<file path="config.mk">
export PLATFORM = sky130hd
export DESIGN_NAME = agc_ctrl
export DESIGN_NICKNAME = d
export VERILOG_FILES = /design/src/rtl/agc_pkg.sv /design/src/rtl/agc_min_err.sv /design/src/rtl/agc_stage.sv /design/src/rtl/agc_ctrl.sv
export SDC_FILE = /design/constraint.sdc
export NUM_CORES = 1
export LEC_CHECK = 0
export BUFFER_PORTS_ARGS = -buffer_cell sky130_fd_sc_hd__buf_2
export CAP_MARGIN = 5
export CORE_MARGIN = 10
export CORE_UTILIZATION = 58
export CTS_CLUSTER_SIZE = 14
export DETAILED_ROUTE_END_ITERATION = 6
export MAX_ROUTING_LAYER = met4
export PLACE_DENSITY = 0.84
export SYNTH_ARGS = -nofsm -noshare
export SYNTH_HDL_FRONTEND = slang
export SYNTH_SLANG_ARGS = --single-unit
export TNS_END_PERCENT = 5
</file>
<file path="constraint.sdc">
create_clock -name clk -period 13.9 [get_ports clk]
set_input_delay 2.78 -clock clk [delete_from_list [all_inputs] [get_ports clk]]
set_output_delay 2.78 -clock clk [all_outputs]
set_load 0.1 [all_outputs]
</file>
<file path="src/rtl/agc_pkg.sv">
package agc_pkg;
    localparam int MEAS_W = 10;
    localparam int ERR_W  = MEAS_W + 1;
    localparam int NREF   = 4;

    // mask bit positions
    localparam int REF_SYNC  = 0;
    localparam int REF_BURST = 1;
    localparam int REF_CPEAK = 2;
    localparam int REF_LPEAK = 3;

    typedef struct packed {
        logic                    valid;
        logic signed [ERR_W-1:0] err;
    } verdict_t;

    typedef enum logic [1:0] {
        ACT_HOLD  = 2'd0,
        ACT_DOWN  = 2'd1,
        ACT_UP    = 2'd2,
        ACT_COUNT = 2'd3
    } act_e;

    function automatic logic signed [ERR_W-1:0] ref_err(
        input logic [MEAS_W-1:0] tgt,
        input logic [MEAS_W-1:0] meas
    );
        return signed'({1'b0, tgt}) - signed'({1'b0, meas});
    endfunction
endpackage

</file>
<file path="src/rtl/agc_min_err.sv">
module agc_min_err
    import agc_pkg::*;
(
    input  logic [NREF-1:0][MEAS_W-1:0] meas,
    input  logic [NREF-1:0][MEAS_W-1:0] tgt,
    input  logic [NREF-1:0]             mask,
    output verdict_t                    verdict
);
    logic signed [ERR_W-1:0] errs [NREF];

    for (genvar i = 0; i < NREF; i++) begin : g_err
        assign errs[i] = ref_err(tgt[i], meas[i]);
    end

    always_comb begin
        verdict.valid = 1'b0;
        verdict.err   = '0;
        for (int i = 0; i < NREF; i++) begin
            if (mask[i] && (!verdict.valid || errs[i] < verdict.err)) begin
                verdict.valid = 1'b1;
                verdict.err   = errs[i];
            end
        end
    end
endmodule

</file>
<file path="src/rtl/agc_stage.sv">
module agc_stage
    import agc_pkg::*;
#(
    parameter int          GW         = 4,
    parameter int          DW         = 8,
    parameter logic [GW-1:0] RST_VAL  = '0,
    parameter bit          CUT_ON_OVL = 1'b1
) (
    input  logic          clk,
    input  logic          rst,
    input  logic          tick,
    input  logic          ovl,
    input  verdict_t      verdict,
    input  logic [GW-1:0] step,
    input  logic [DW-1:0] delay,
    output logic [GW-1:0] gain
);
    localparam logic [GW-1:0] GMAX = '1;
    localparam logic [DW-1:0] CMAX = '1;

    logic [DW-1:0] clean;
    logic [GW:0]   up_sum;
    logic [GW-1:0] up_val, dn_val;
    act_e          ovl_act, act;

    if (CUT_ON_OVL) begin : g_cut
        assign ovl_act = ACT_DOWN;
    end else begin : g_hold
        assign ovl_act = ACT_HOLD;
    end

    always_comb begin
        up_sum = {1'b0, gain} + {1'b0, step};
        up_val = up_sum[GW] ? GMAX : up_sum[GW-1:0];
        dn_val = (gain < step) ? '0 : gain - step;
        if (ovl)
            act = ovl_act;
        else if (!verdict.valid)
            act = ACT_HOLD;
        else if (verdict.err[ERR_W-1])
            act = ACT_DOWN;
        else if (verdict.err != '0 && clean >= delay)
            act = ACT_UP;
        else
            act = ACT_COUNT;
    end

    always_ff @(posedge clk) begin
        if (rst) begin
            gain  <= RST_VAL;
            clean <= '0;
        end else if (tick) begin
            unique case (act)
                ACT_DOWN: begin
                    gain  <= dn_val;
                    clean <= '0;
                end
                ACT_UP: begin
                    gain  <= up_val;
                    clean <= '0;
                end
                ACT_COUNT: clean <= (clean == CMAX) ? clean : clean + 1'b1;
                default:   if (ovl) clean <= '0;
            endcase
        end
    end
endmodule

</file>
<file path="src/rtl/agc_ctrl.sv">
module agc_ctrl
    import agc_pkg::*;
#(
    parameter int               COARSE_W   = 4,
    parameter int               FINE_W     = 12,
    parameter int               DLY_W      = 8,
    parameter logic [COARSE_W-1:0] COARSE_RST = 4'h8,
    parameter logic [FINE_W-1:0]   FINE_RST   = 12'h800
) (
    input  logic                       clk,
    input  logic                       rst,
    input  logic                       auto_en,
    input  logic                       line_stb,
    input  logic                       adc_sat,
    input  logic [MEAS_W-1:0]          meas_sync,
    input  logic [MEAS_W-1:0]          meas_burst,
    input  logic [MEAS_W-1:0]          meas_cpeak,
    input  logic [MEAS_W-1:0]          meas_lpeak,
    input  logic [MEAS_W-1:0]          tgt_sync,
    input  logic [MEAS_W-1:0]          tgt_burst,
    input  logic [MEAS_W-1:0]          tgt_cpeak,
    input  logic [MEAS_W-1:0]          tgt_lpeak,
    input  logic [NREF-1:0]            fe_refs,
    input  logic [NREF-1:0]            be_refs,
    input  logic [FINE_W-1:0]          inc_step,
    input  logic [DLY_W-1:0]           inc_delay,
    input  logic [COARSE_W-1:0]        man_coarse,
    input  logic [FINE_W-1:0]          man_fine,
    output logic [COARSE_W-1:0]        gain_coarse,
    output logic [FINE_W-1:0]          gain_fine,
    output logic [COARSE_W+FINE_W-1:0] gain_rb
);
    localparam logic [COARSE_W-1:0] COARSE_STEP = 1;

    logic [NREF-1:0][MEAS_W-1:0] meas_v, tgt_v;
    verdict_t                    fe_verdict, be_verdict;
    logic [COARSE_W-1:0]         coarse_q;
    logic [FINE_W-1:0]           fine_q;
    logic                        tick;

    always_comb begin
        meas_v[REF_SYNC]  = meas_sync;
        meas_v[REF_BURST] = meas_burst;
        meas_v[REF_CPEAK] = meas_cpeak;
        meas_v[REF_LPEAK] = meas_lpeak;
        tgt_v[REF_SYNC]   = tgt_sync;
        tgt_v[REF_BURST]  = tgt_burst;
        tgt_v[REF_CPEAK]  = tgt_cpeak;
        tgt_v[REF_LPEAK]  = tgt_lpeak;
    end

    assign tick = line_stb && auto_en;

    agc_min_err u_fe_sel (.meas(meas_v), .tgt(tgt_v), .mask(fe_refs), .verdict(fe_verdict));
    agc_min_err u_be_sel (.meas(meas_v), .tgt(tgt_v), .mask(be_refs), .verdict(be_verdict));

    agc_stage #(.GW(COARSE_W), .DW(DLY_W), .RST_VAL(COARSE_RST), .CUT_ON_OVL(1'b1)) u_front (
        .clk(clk), .rst(rst), .tick(tick), .ovl(adc_sat), .verdict(fe_verdict),
        .step(COARSE_STEP), .delay(inc_delay), .gain(coarse_q)
    );

    agc_stage #(.GW(FINE_W), .DW(DLY_W), .RST_VAL(FINE_RST), .CUT_ON_OVL(1'b0)) u_back (
        .clk(clk), .rst(rst), .tick(tick), .ovl(adc_sat), .verdict(be_verdict),
        .step(inc_step), .delay(inc_delay), .gain(fine_q)
    );

    assign gain_coarse = auto_en ? coarse_q : man_coarse;
    assign gain_fine   = auto_en ? fine_q   : man_fine;
    assign gain_rb     = {gain_coarse, gain_fine};
endmodule

</file>
# --- Word level (Yosys, flattened, before mapping) ---
# Cells that the tools add are included.
word_totals:
  in_bits: 129
  output_inout_bits: 32
  word_cells: 96
  regBits: 32
op_classes:
  n_lt_le_gt_ge: 10
  n_eq_ne: 10
  add_sub_neg: 10
  reduce_logical: 33
  n_mux: 29
ops:
  columns: ["cell", "count"]
  rows:
  - ["12-bit two-way mux", 11]
  - ["11-bit less-than comparator", 6]
  - ["10-bit by 10-bit subtractor with 11-bit output", 4]
  - ["8-bit one-hot mux with 2 select lines", 2]
  - ["8-bit two-way mux", 3]
  - ["12-bit one-hot mux with 2 select lines", 1]
  - ["11-bit nonzero test", 2]
  - ["8-bit by 1-bit adder with 8-bit output (second input constant)", 2]
  - ["8-bit equality test (second input constant)", 2]
  - ["8-bit greater-or-equal comparator", 2]
  - ["12-bit by 12-bit adder with 13-bit output", 1]
  - ["12-bit less-than comparator", 1]
  - ["2-bit two-way mux", 6]
  - ["4-bit two-way mux", 3]
  - ["12-bit subtractor", 1]
  - ["1-bit logical AND", 9]
  - ["2-bit equality test (second input constant)", 4]
  - ["4-bit one-hot mux with 2 select lines", 1]
  - ["1-bit logical NOT", 6]
  - ["1-bit logical OR", 6]
  - ["3-bit AND reduction", 2]
  - ["3-bit nonzero test", 2]
  - ["4-bit by 1-bit adder with 5-bit output (second input constant)", 1]
  - ["2-bit by 1-bit equality test with 1-bit output (second input constant)", 2]
  - ["other kinds (7)", 12]

# --- Logic depth before layout (Yosys ltp) ---
# Gate-level depths: netlist of run 1.
depth:
  ltp_word: 24
  mapped_depth: 50
  depth_no_buf: 47

# --- Modules after synthesis ---
# A second synthesis of run 1 with hierarchy kept.
hier_totals:
  cells_unflattened: 1354
  area_unflattened_um2: 10318.6
by_module_without_submodules:
  columns: ["module", "cells_per_inst", "area_per_inst_um2", "instances"]
  rows:
  - ["agc_min_err at u_be_sel", 439, 3301.9, 1]
  - ["agc_min_err at u_fe_sel", 414, 2986.6, 1]
  - ["agc_stage at u_back", 312, 2466.1, 1]
  - ["agc_stage at u_front", 152, 1183.6, 1]
  - ["agc_ctrl", 37, 380.4, 1]

# --- Least setup slack after synthesis of run 1 ---
# No wires, ideal clock.
synth_timing:
  kind: "input to register"
  from: "input tgt_sync[0]"
  to: "register u_front.clean[6]"
  slack_ps: 2539
  arrival_time_ps: 11228
  t_required_ps: 13767
  cell_stages: 46
  path_cell_list: "inv_1 -> ha_1 -> inv_1 -> fa_1 -> a211oi_1 -> o21bai_1 -> a2111o_1 -> a31o_2 -> a21oi_1 -> nand2_1 -> ha_1 -> nand4_1 -> nor4_1 -> a32oi_1 -> nand2_1 -> clkbuf_1 -> mux2_2 -> ha_1 -> [10 not listed] -> a21o_1 -> a21o_1 -> a21o_1 -> a21oi_1 -> nor2b_1 -> o21ai_0 -> nor4bb_1 -> o31a_1 -> o21ai_0 -> a32o_1 -> o2111ai_1 -> ha_1 -> o311ai_0 -> nor2_1 -> and3_1 -> nand4_1 -> xor2_1 -> nor2_1"
synth_via:
  elab_chain_cells: 24
  word_cells_on_any_way: 30
synth_lines:
  columns: ["item", "line_no", "rtl"]
  rows:
  - ["from (decl)", "agc_ctrl.sv:19", "input logic [MEAS_W-1:0] tgt_sync,"]
  - ["10-bit by 10-bit subtractor with 11-bit output (*)", "agc_pkg.sv:28", "return signed'({1'b0, tgt}) - signed'({1'b0, meas});"]
  - ["12-bit two-way mux (*)", "agc_min_err.sv:19", "if (mask[i] && (!verdict.valid || errs[i] < verdict.err)) begin"]
  - ["11-bit less-than comparator", "agc_min_err.sv:19", null]
  - ["1-bit logical OR", "agc_min_err.sv:19", null]
  - ["1-bit logical AND", "agc_min_err.sv:19", null]
  - ["12-bit two-way mux (*)", "agc_min_err.sv:19", null]
  - ["11-bit less-than comparator / 1-bit logical NOT (equally long branches)", "agc_min_err.sv:19", null]
  - ["1-bit logical OR", "agc_min_err.sv:19", null]
  - ["[8 not listed]", null, null]
  - ["1-bit two-way mux", "agc_stage.sv:42", "else if (verdict.err != '0 && clean >= delay)"]
  - ["2-bit two-way mux", "agc_stage.sv:40", "else if (verdict.err[ERR_W-1])"]
  - ["2-bit two-way mux (*)", "agc_stage.sv:38", "else if (!verdict.valid)"]
  - ["2-bit two-way mux (*)", "agc_stage.sv:36", "if (ovl)"]
  - ["2-bit by 1-bit equality test with 1-bit output / 2-bit equality test (equally long branches)", "agc_stage.sv:53", "unique case (act)"]
  - ["2-bit OR reduction (no source line)", null, null]
  - ["3-bit nonzero test (no source line)", null, null]
  - ["3-bit AND reduction (no source line)", null, null]
  - ["to (signal assigned)", "agc_stage.sv:62", "ACT_COUNT: clean <= (clean == CMAX) ? clean : clean + 1'b1;"]
  - ["to (decl)", "agc_stage.sv:21", "logic [DW-1:0] clean;"]
# Every way passes the cells marked *; elsewhere a longest branch is shown, timed or not.
# A chain may end at the register's enable or synchronous reset.

# --- Worst setup path in the final report of run 1 ---
layout_timing:
  from: "input tgt_sync[0]"
  to: "register u_back.gain[5]"
layout_via:
  elab_chain_cells: 23
  word_cells_on_any_way: 27
layout_lines:
  columns: ["item", "line_no", "rtl"]
  rows:
  - ["10-bit by 10-bit subtractor with 11-bit output (*)", "agc_pkg.sv:28", null]
  - ["12-bit two-way mux (*)", "agc_min_err.sv:19", null]
  - ["11-bit less-than comparator", "agc_min_err.sv:19", null]
  - ["1-bit logical OR", "agc_min_err.sv:19", null]
  - ["1-bit logical AND", "agc_min_err.sv:19", null]
  - ["12-bit two-way mux (*)", "agc_min_err.sv:19", null]
  - ["11-bit less-than comparator / 1-bit logical NOT (equally long branches)", "agc_min_err.sv:19", null]
  - ["1-bit logical OR", "agc_min_err.sv:19", null]
  - ["[7 not listed]", null, null]
  - ["1-bit logical AND", "agc_stage.sv:42", null]
  - ["1-bit two-way mux", "agc_stage.sv:42", null]
  - ["2-bit two-way mux", "agc_stage.sv:40", null]
  - ["2-bit two-way mux (*)", "agc_stage.sv:38", null]
  - ["2-bit two-way mux (*)", "agc_stage.sv:36", null]
  - ["2-bit by 1-bit equality test with 1-bit output / 2-bit equality test (equally long branches)", "agc_stage.sv:53", null]
  - ["2-bit nonzero test (no source line)", null, null]
  - ["2-bit AND reduction (no source line)", null, null]
  - ["to (signal assigned)", "agc_stage.sv:55", "gain <= dn_val;"]
  - ["to (signal assigned)", "agc_stage.sv:59", "gain <= up_val;"]
  - ["to (decl)", "agc_stage.sv:16", "output logic [GW-1:0] gain"]
# Marks and branches as above.

==> results.ini, run 1 <==
[cts]
cts_inserted_buffers=5
cts_max_path_buffers=2
hold_buffers=0
cts_resized=0
clk_pin_slew_worst_paths_ns=0.05
cts_sinks=32
htree_levels=2
cts_tree=built
post_cts_buffers=0
insertion_delay_ns=0.29
root_buffer=clkbuf_16

[cells_and_area]
postLayoutCoreUtil=0.6798
syn_to_final_growth_pct=13.08
final_cells=1333
fin_nets=1441
drive_gt1_frac=0.1860
fillCellCount=1108
n_antenna_cell=0

[timing]
worst_clock_skew_ns=0.001060
tns_ns=0
rsz0062_at_grt=false
min_period_over_period=0.9077
final-max-slew-violation-count=0
max_freq_mhz=79.26
finalHoldViolations=0
setup_viol=0
setup_ws_ns=1.283
fin_crit_ns=12.62
maxSlewHeadroom=0.4435
worst_hold_slack_ns=0.5193
max_slew.worst_pin.slew_ns=0.8218

[worst_setup_path]
critical_path_class=primary input to flop
slowest_stage=nor3b_4
endpoint_kind=flop
arrival_ns=12.83
cpLargestDelayFamily=compound AO/OA/AOI/OAI gates
critPathMaxStageDelay_ns=0.63
critPathBufInv=6
crit_top_cell=ha_1
required_ns=14.11
crit_fanout=18
start_kind=primary input

[synth]
synth.largest_area_cell=ha_1
synthDistinctLibCells=83
synth_area_leaders=ha_1 24%, dfxtp_1 8.3%, inv_1 6.5%
syn-mean-instance-area_um2=7.462
ys_async_sr_fraction=0
seq_area_frac_synth=0.08343
ys_warn_count=0
synth-edff-count=0
synth_top_area_frac=0.2379
postSynthCellCount=1029
yosys_register_bits=32
syn_nets=1310
synth_ff_type=dfxtp_1
synth_area_um2=7679

[floorplan]
die_w_um=135.1
core_area_um2=12770
pin_count=161
initial_utilization=0.6011
dieArea_um2=18240
die_y_um=135.1
std_cell_rows=41

[global_route]
grt_max_degree=23
grt_pass1_vias=7658
antenna_found_initial=0
grtUsageMet1=0.2716
grtUsageMet2=0.3781
grt_busiest_layer=met2
overflow=0
met3_usage=0.03858
grt_pass1_wl_um=34440
grtUsageTotal=0.2247

[power]
comb_power_share=0.714
power_density_nw_per_um2=97.92
power_leakage_nw=4.394
p_switching_uw=431.2
netSwitchingFraction=0.5072
peakVddDrop_v=0.00006279
power_frac_clock=0.161
seq_power_share=0.125
p_int_uw=419.0

[outcome]
status=completed

[detailed_routing]
routed_wl_um=21000
via_per_inst=5.884
drtPass1Iterations=5
ant_nets=0
vias=7844
avgRoutedWirePerCell_um=15.76
drc=0
drtIter0Drc=591

[place]
pre_cts_slack_ns=1.171
portBuffers=160
dp_hpwl_um=17520
finalWeightedCongestion=0.9630
dp_cells=1325

[job]
max-cap-violations=0

[hold_path]
hp-class=flop to flop

==> synth_stat cells (15+ instances only) <==
cell / count
mux2_2: 26
dfxtp_1: 32
a21o_1: 32
nor2b_1: 25
xor2_1: 17
inv_1: 133
buf_4: 16
nor2_1: 75
o21ai_0: 59
nand3_1: 24
nand4_1: 17
a21oi_1: 67
xnor2_1: 15
clkbuf_1: 16
ha_1: 146
mux2i_1: 20
nand2_1: 62
nor3_1: 30
==> placed cells by master (no fill, tap or decap), types with 20 or more instances in the layout <==
master	count
nand2_1	62
o21ai_0	59
a21o_1	32
nand3_1	24
nor2_1	75
dfxtp_1	32
mux2i_1	20
buf_2	160
mux2_2	26
nor3_1	30
ha_1	146
a21oi_1	67
inv_1	133
nor2b_1	25
==> layout make-up <==
cell class / count / area [um^2] / area share
multi-input cells: 823 / 6311 / 0.7268
repair buffers: 164 / 830.8 / 0.09568
flip-flops and latches: 32 / 640.6 / 0.07378
inverters: 134 / 503.0 / 0.05793
well taps: 172 / 215.2 / 0.02478
clock buffers: 7 / 152.6 / 0.01758
clock inverters: 1 / 30.03 / 0.003458
==> power by group through the flow <==
stage	combinational (mW)	sequential [mW]	clock [mW]
after CTS	0.598	0.106	0.137
after detailed placement	0.594	0.108	0
after floorplan	0.473	0.105	0
after global placement	0.582	0.108	0
after global routing	0.670	0.107	0.143
final	0.607	0.107	0.137
==> final timing paths <==
path                         start          endpoint  slack, ns  cells past startpoint
hold / removal    u_front.clean[7]  u_front.clean[7]       0.52                      2
hold reg to reg   u_front.clean[7]  u_front.clean[7]       0.52                      2
setup / recovery       tgt_sync[0]    u_back.gain[5]       1.28                     42
setup reg to reg   u_back.clean[0]   u_back.gain[11]       9.62                     20
==> cell families after synthesis <==
kind of cell,after synthesis,share of synthesized area
and+or+nand+nor,311,0.2112
AOI/OAI and AO/OA,280,0.2521
buffers and inverters,174,0.09467
adders and majority gates,152,0.2535
muxes,48,0.06860
xor gates and xnor gates,32,0.03650
DFF,32,0.08343
==> stage by stage <==
stage,power (mW),cell area (um^2)
final,0.8503,8683
after global routing,0.9205,8683
after CTS,0.8414,8683
after detailed placement,0.7018,8501
after global placement,0.6900,8501
after floorplan,0.5785,7679
==> registers in the layout, summed over array words and instances, names as in the netlist <==
register	count
u_front.gain	4
u_back.gain	12
u_back.clean	8
u_front.clean	8
==> per-layer routing <==
layer | up-vias | share of wire
li1 | 4010 | -
met4 | 0 | 0.018
met1 | 3552 | 0.45
met5 | - | 0
met3 | 36 | 0.059
met2 | 246 | 0.47
==> tightest hold or removal path, cell delays in order (launching register included) <==
cell	delay, ns
dfxtp_1	0.34
o21ai_0	0.08
a21oi_1	0.06
Power figures use the tool's default switching activity.
==> inputs of run 2 (changes only) <==
ABC_AREA = 1   (was not set)
CORE_UTILIZATION = 57   (was 58)
GPL_ROUTABILITY_DRIVEN = 0   (was not set)
PLACE_DENSITY = 0.83   (was 0.84)
==> run 2 against run 1 <==
  * Largest power group unchanged
  * Fmax rose by 7.6%
  * Critical path type unchanged
  * Highest routed layer unchanged
  * Setup slack improved by 0.89 ns
  * Die area is 4.2% lower
  * Combinational power shrank 4.9%
  * Largest cell class unchanged
==> results.ini, run 2 <==
[timing]
final-max-slew-violation-count=0
rsz0062_at_grt=false
tns_ns=0
worst_clock_skew_ns=0.005143
finalHoldViolations=0
fin_crit_ns=11.73
min_period_over_period=0.8438
maxSlewHeadroom=0.4581
setup_viol=0
max_freq_mhz=85.26
max_slew.worst_pin.slew_ns=0.8098

[worst_setup_path]
endpoint_kind=flop
critical_path_class=primary input to flop
arrival_ns=11.90
slowest_stage=a21oi_1
crit_fanout=22
critPathMaxStageDelay_ns=0.66
crit_top_cell=nand2_1
start_kind=primary input
cpLargestDelayFamily=compound AO/OA/AOI/OAI gates
critPathBufInv=7
required_ns=14.07

[synth]
synth_area_um2=7171
ys_async_sr_fraction=0
synth_fa_ha_area_frac=0.2715
syn-mean-instance-area_um2=6.513
synth_area_leaders=ha_1 25%, nand2_1 11%, inv_1 9.4%
yosys_register_bits=32
synthDistinctLibCells=53
muxShareOfSynthArea=0.01570
synth-xor-area-share=0.04362
synth_top_family_by_area=adder cells
synth-edff-count=0
synth.largest_area_cell=ha_1
synth_ff_type=dfxtp_1
synth-compound-area-share=0.2106
seq_area_frac_synth=0.08934
synth_top_area_frac=0.2548
ys_warn_count=0
syn_nets=1382
netlist_top_cells_count=210 x nand2_1, 179 x inv_1, 146 x ha_1
synth_simple_gate_area_frac=0.2370
postSynthCellCount=1101
yosysMostFrequentCell=nand2_1

[cts]
insertion_delay_ns=0.28
htree_levels=2
post_cts_buffers=0
clk_pin_slew_worst_paths_ns=0.05
cts_sinks=32
root_buffer=clkbuf_16
cts_tree=built
cts_resized=0
hold_buffers=0
cts_inserted_buffers=5
cts_max_path_buffers=2

[detailed_routing]
drtPass1Iterations=5
drtIter0Drc=429
routed_wl_um=18610
vias=7570
ant_nets=0
via_per_inst=5.396
avgRoutedWirePerCell_um=13.26
drc=0

[floorplan]
dieArea_um2=17470
die_w_um=132.2
std_cell_rows=40
pin_count=161
core_area_um2=12160
initial_utilization=0.5896
die_y_um=132.2

[global_route]
antenna_found_initial=0
grt_pass1_wl_um=31020
grtUsageTotal=0.2043
overflow=0
grt_pass1_vias=7251
grt_max_degree=24

[cells_and_area]
fillCellCount=1119
final_common_cell=nand2_1
layout_common_cells=210 x nand2_1, 179 x inv_1, 160 x buf_2, 146 x ha_1, 103 x a21oi_1
n_antenna_cell=0
fin_nets=1516
syn_to_final_growth_pct=13.24
reg_top3=u_back.gain (12), u_back.clean (8), u_front.clean (8)
drive_gt1_frac=0.1725
largest_register_ffs=12
top_register=u_back.gain

[power]
total_power_uw=799.1
peakVddDrop_v=0.00005059
power_leakage_nw=4.569
power_density_nw_per_um2=98.41

[hold_path]
hp-class=flop to flop

[outcome]
status=completed

[place]
dp_hpwl_um=15890
portBuffers=160

[job]
max-cap-violations=0

-- run 2: per-layer routing --
layer / vias up / track usage / wire length (um) / part of all wire
met5: - / - / 0 / 0
met4: 0 / 0.03894 / 204 / 0.011
met3: 15 / 0.02325 / 843 / 0.045
met2: 204 / 0.3826 / 9352 / 0.50
met1: 3393 / 0.2269 / 8205 / 0.44
li1: 3958 / - / - / -
-- run 2: layout make-up --
type	count	area [um^2]	area share
timing repair buffer	160	800.8	0.09861
sequential	32	640.6	0.07889
inverter	192	734.5	0.09045
tap	168	210.2	0.02589
multi-input combinational	844	5582	0.6874
clock buffer	7	152.6	0.01880
-- run 2: cell families (layout without fill, tap and decap cells) --
group                      Yosys count  in the layout
and+or+nand+nor                    387            387
xor gates and xnor gates            34             34
buffers and inverters              225            359
DFF                                 32             32
muxes                               10             10
adders and majority gates          152            152
AOI/OAI and AO/OA                  261            261
-- run 2: path summary, 6_finish.rpt --
| path | cells after the start | start | slack [ns] | end |
|---|---|---|---|---|
| hold / removal | 2 | u_front.clean[2] | 0.51 | u_front.clean[2] |
| setup reg to reg | 22 | u_back.clean[0] | 9.59 | u_back.gain[10] |
| setup / recovery | 53 | tgt_sync[0] | 2.17 | u_back.gain[10] |
| hold reg to reg | 2 | u_front.clean[2] | 0.51 | u_front.clean[2] |
-- run 2: stage by stage --
| step | setup WS (ns) | area (um^2) | utilization | hold WS [ns] | std cells |
|---|---|---|---|---|---|
| after global placement | 2.437 | 7968 | 0.6551 | 0.4824 | 1396 |
| after global routing | 1.080 | 8120 | 0.6677 | 0.5202 | 1403 |
| after floorplan | 3.884 | 7171 | - | 0.4609 | 1101 |
| after detailed placement | 2.008 | 7968 | 0.6551 | 0.4935 | 1396 |
| after CTS | 2.246 | 8120 | 0.6677 | 0.5076 | 1403 |
| final | 2.171 | 8120 | 0.6677 | 0.5136 | 1403 |
-- run 2: tightest hold or removal path, cell delays in order (launching register included) --
cell and delay, ns:
dfxtp_1 0.34, inv_1 0.06, a211oi_1 0.06
-- run 2: power by group --
part | switching (mW) | internal [mW]
clock | 0.0401 | 0.0751
combinational | 0.381 | 0.196
sequential | 0.00827 | 0.0985
total | 0.429 | 0.370
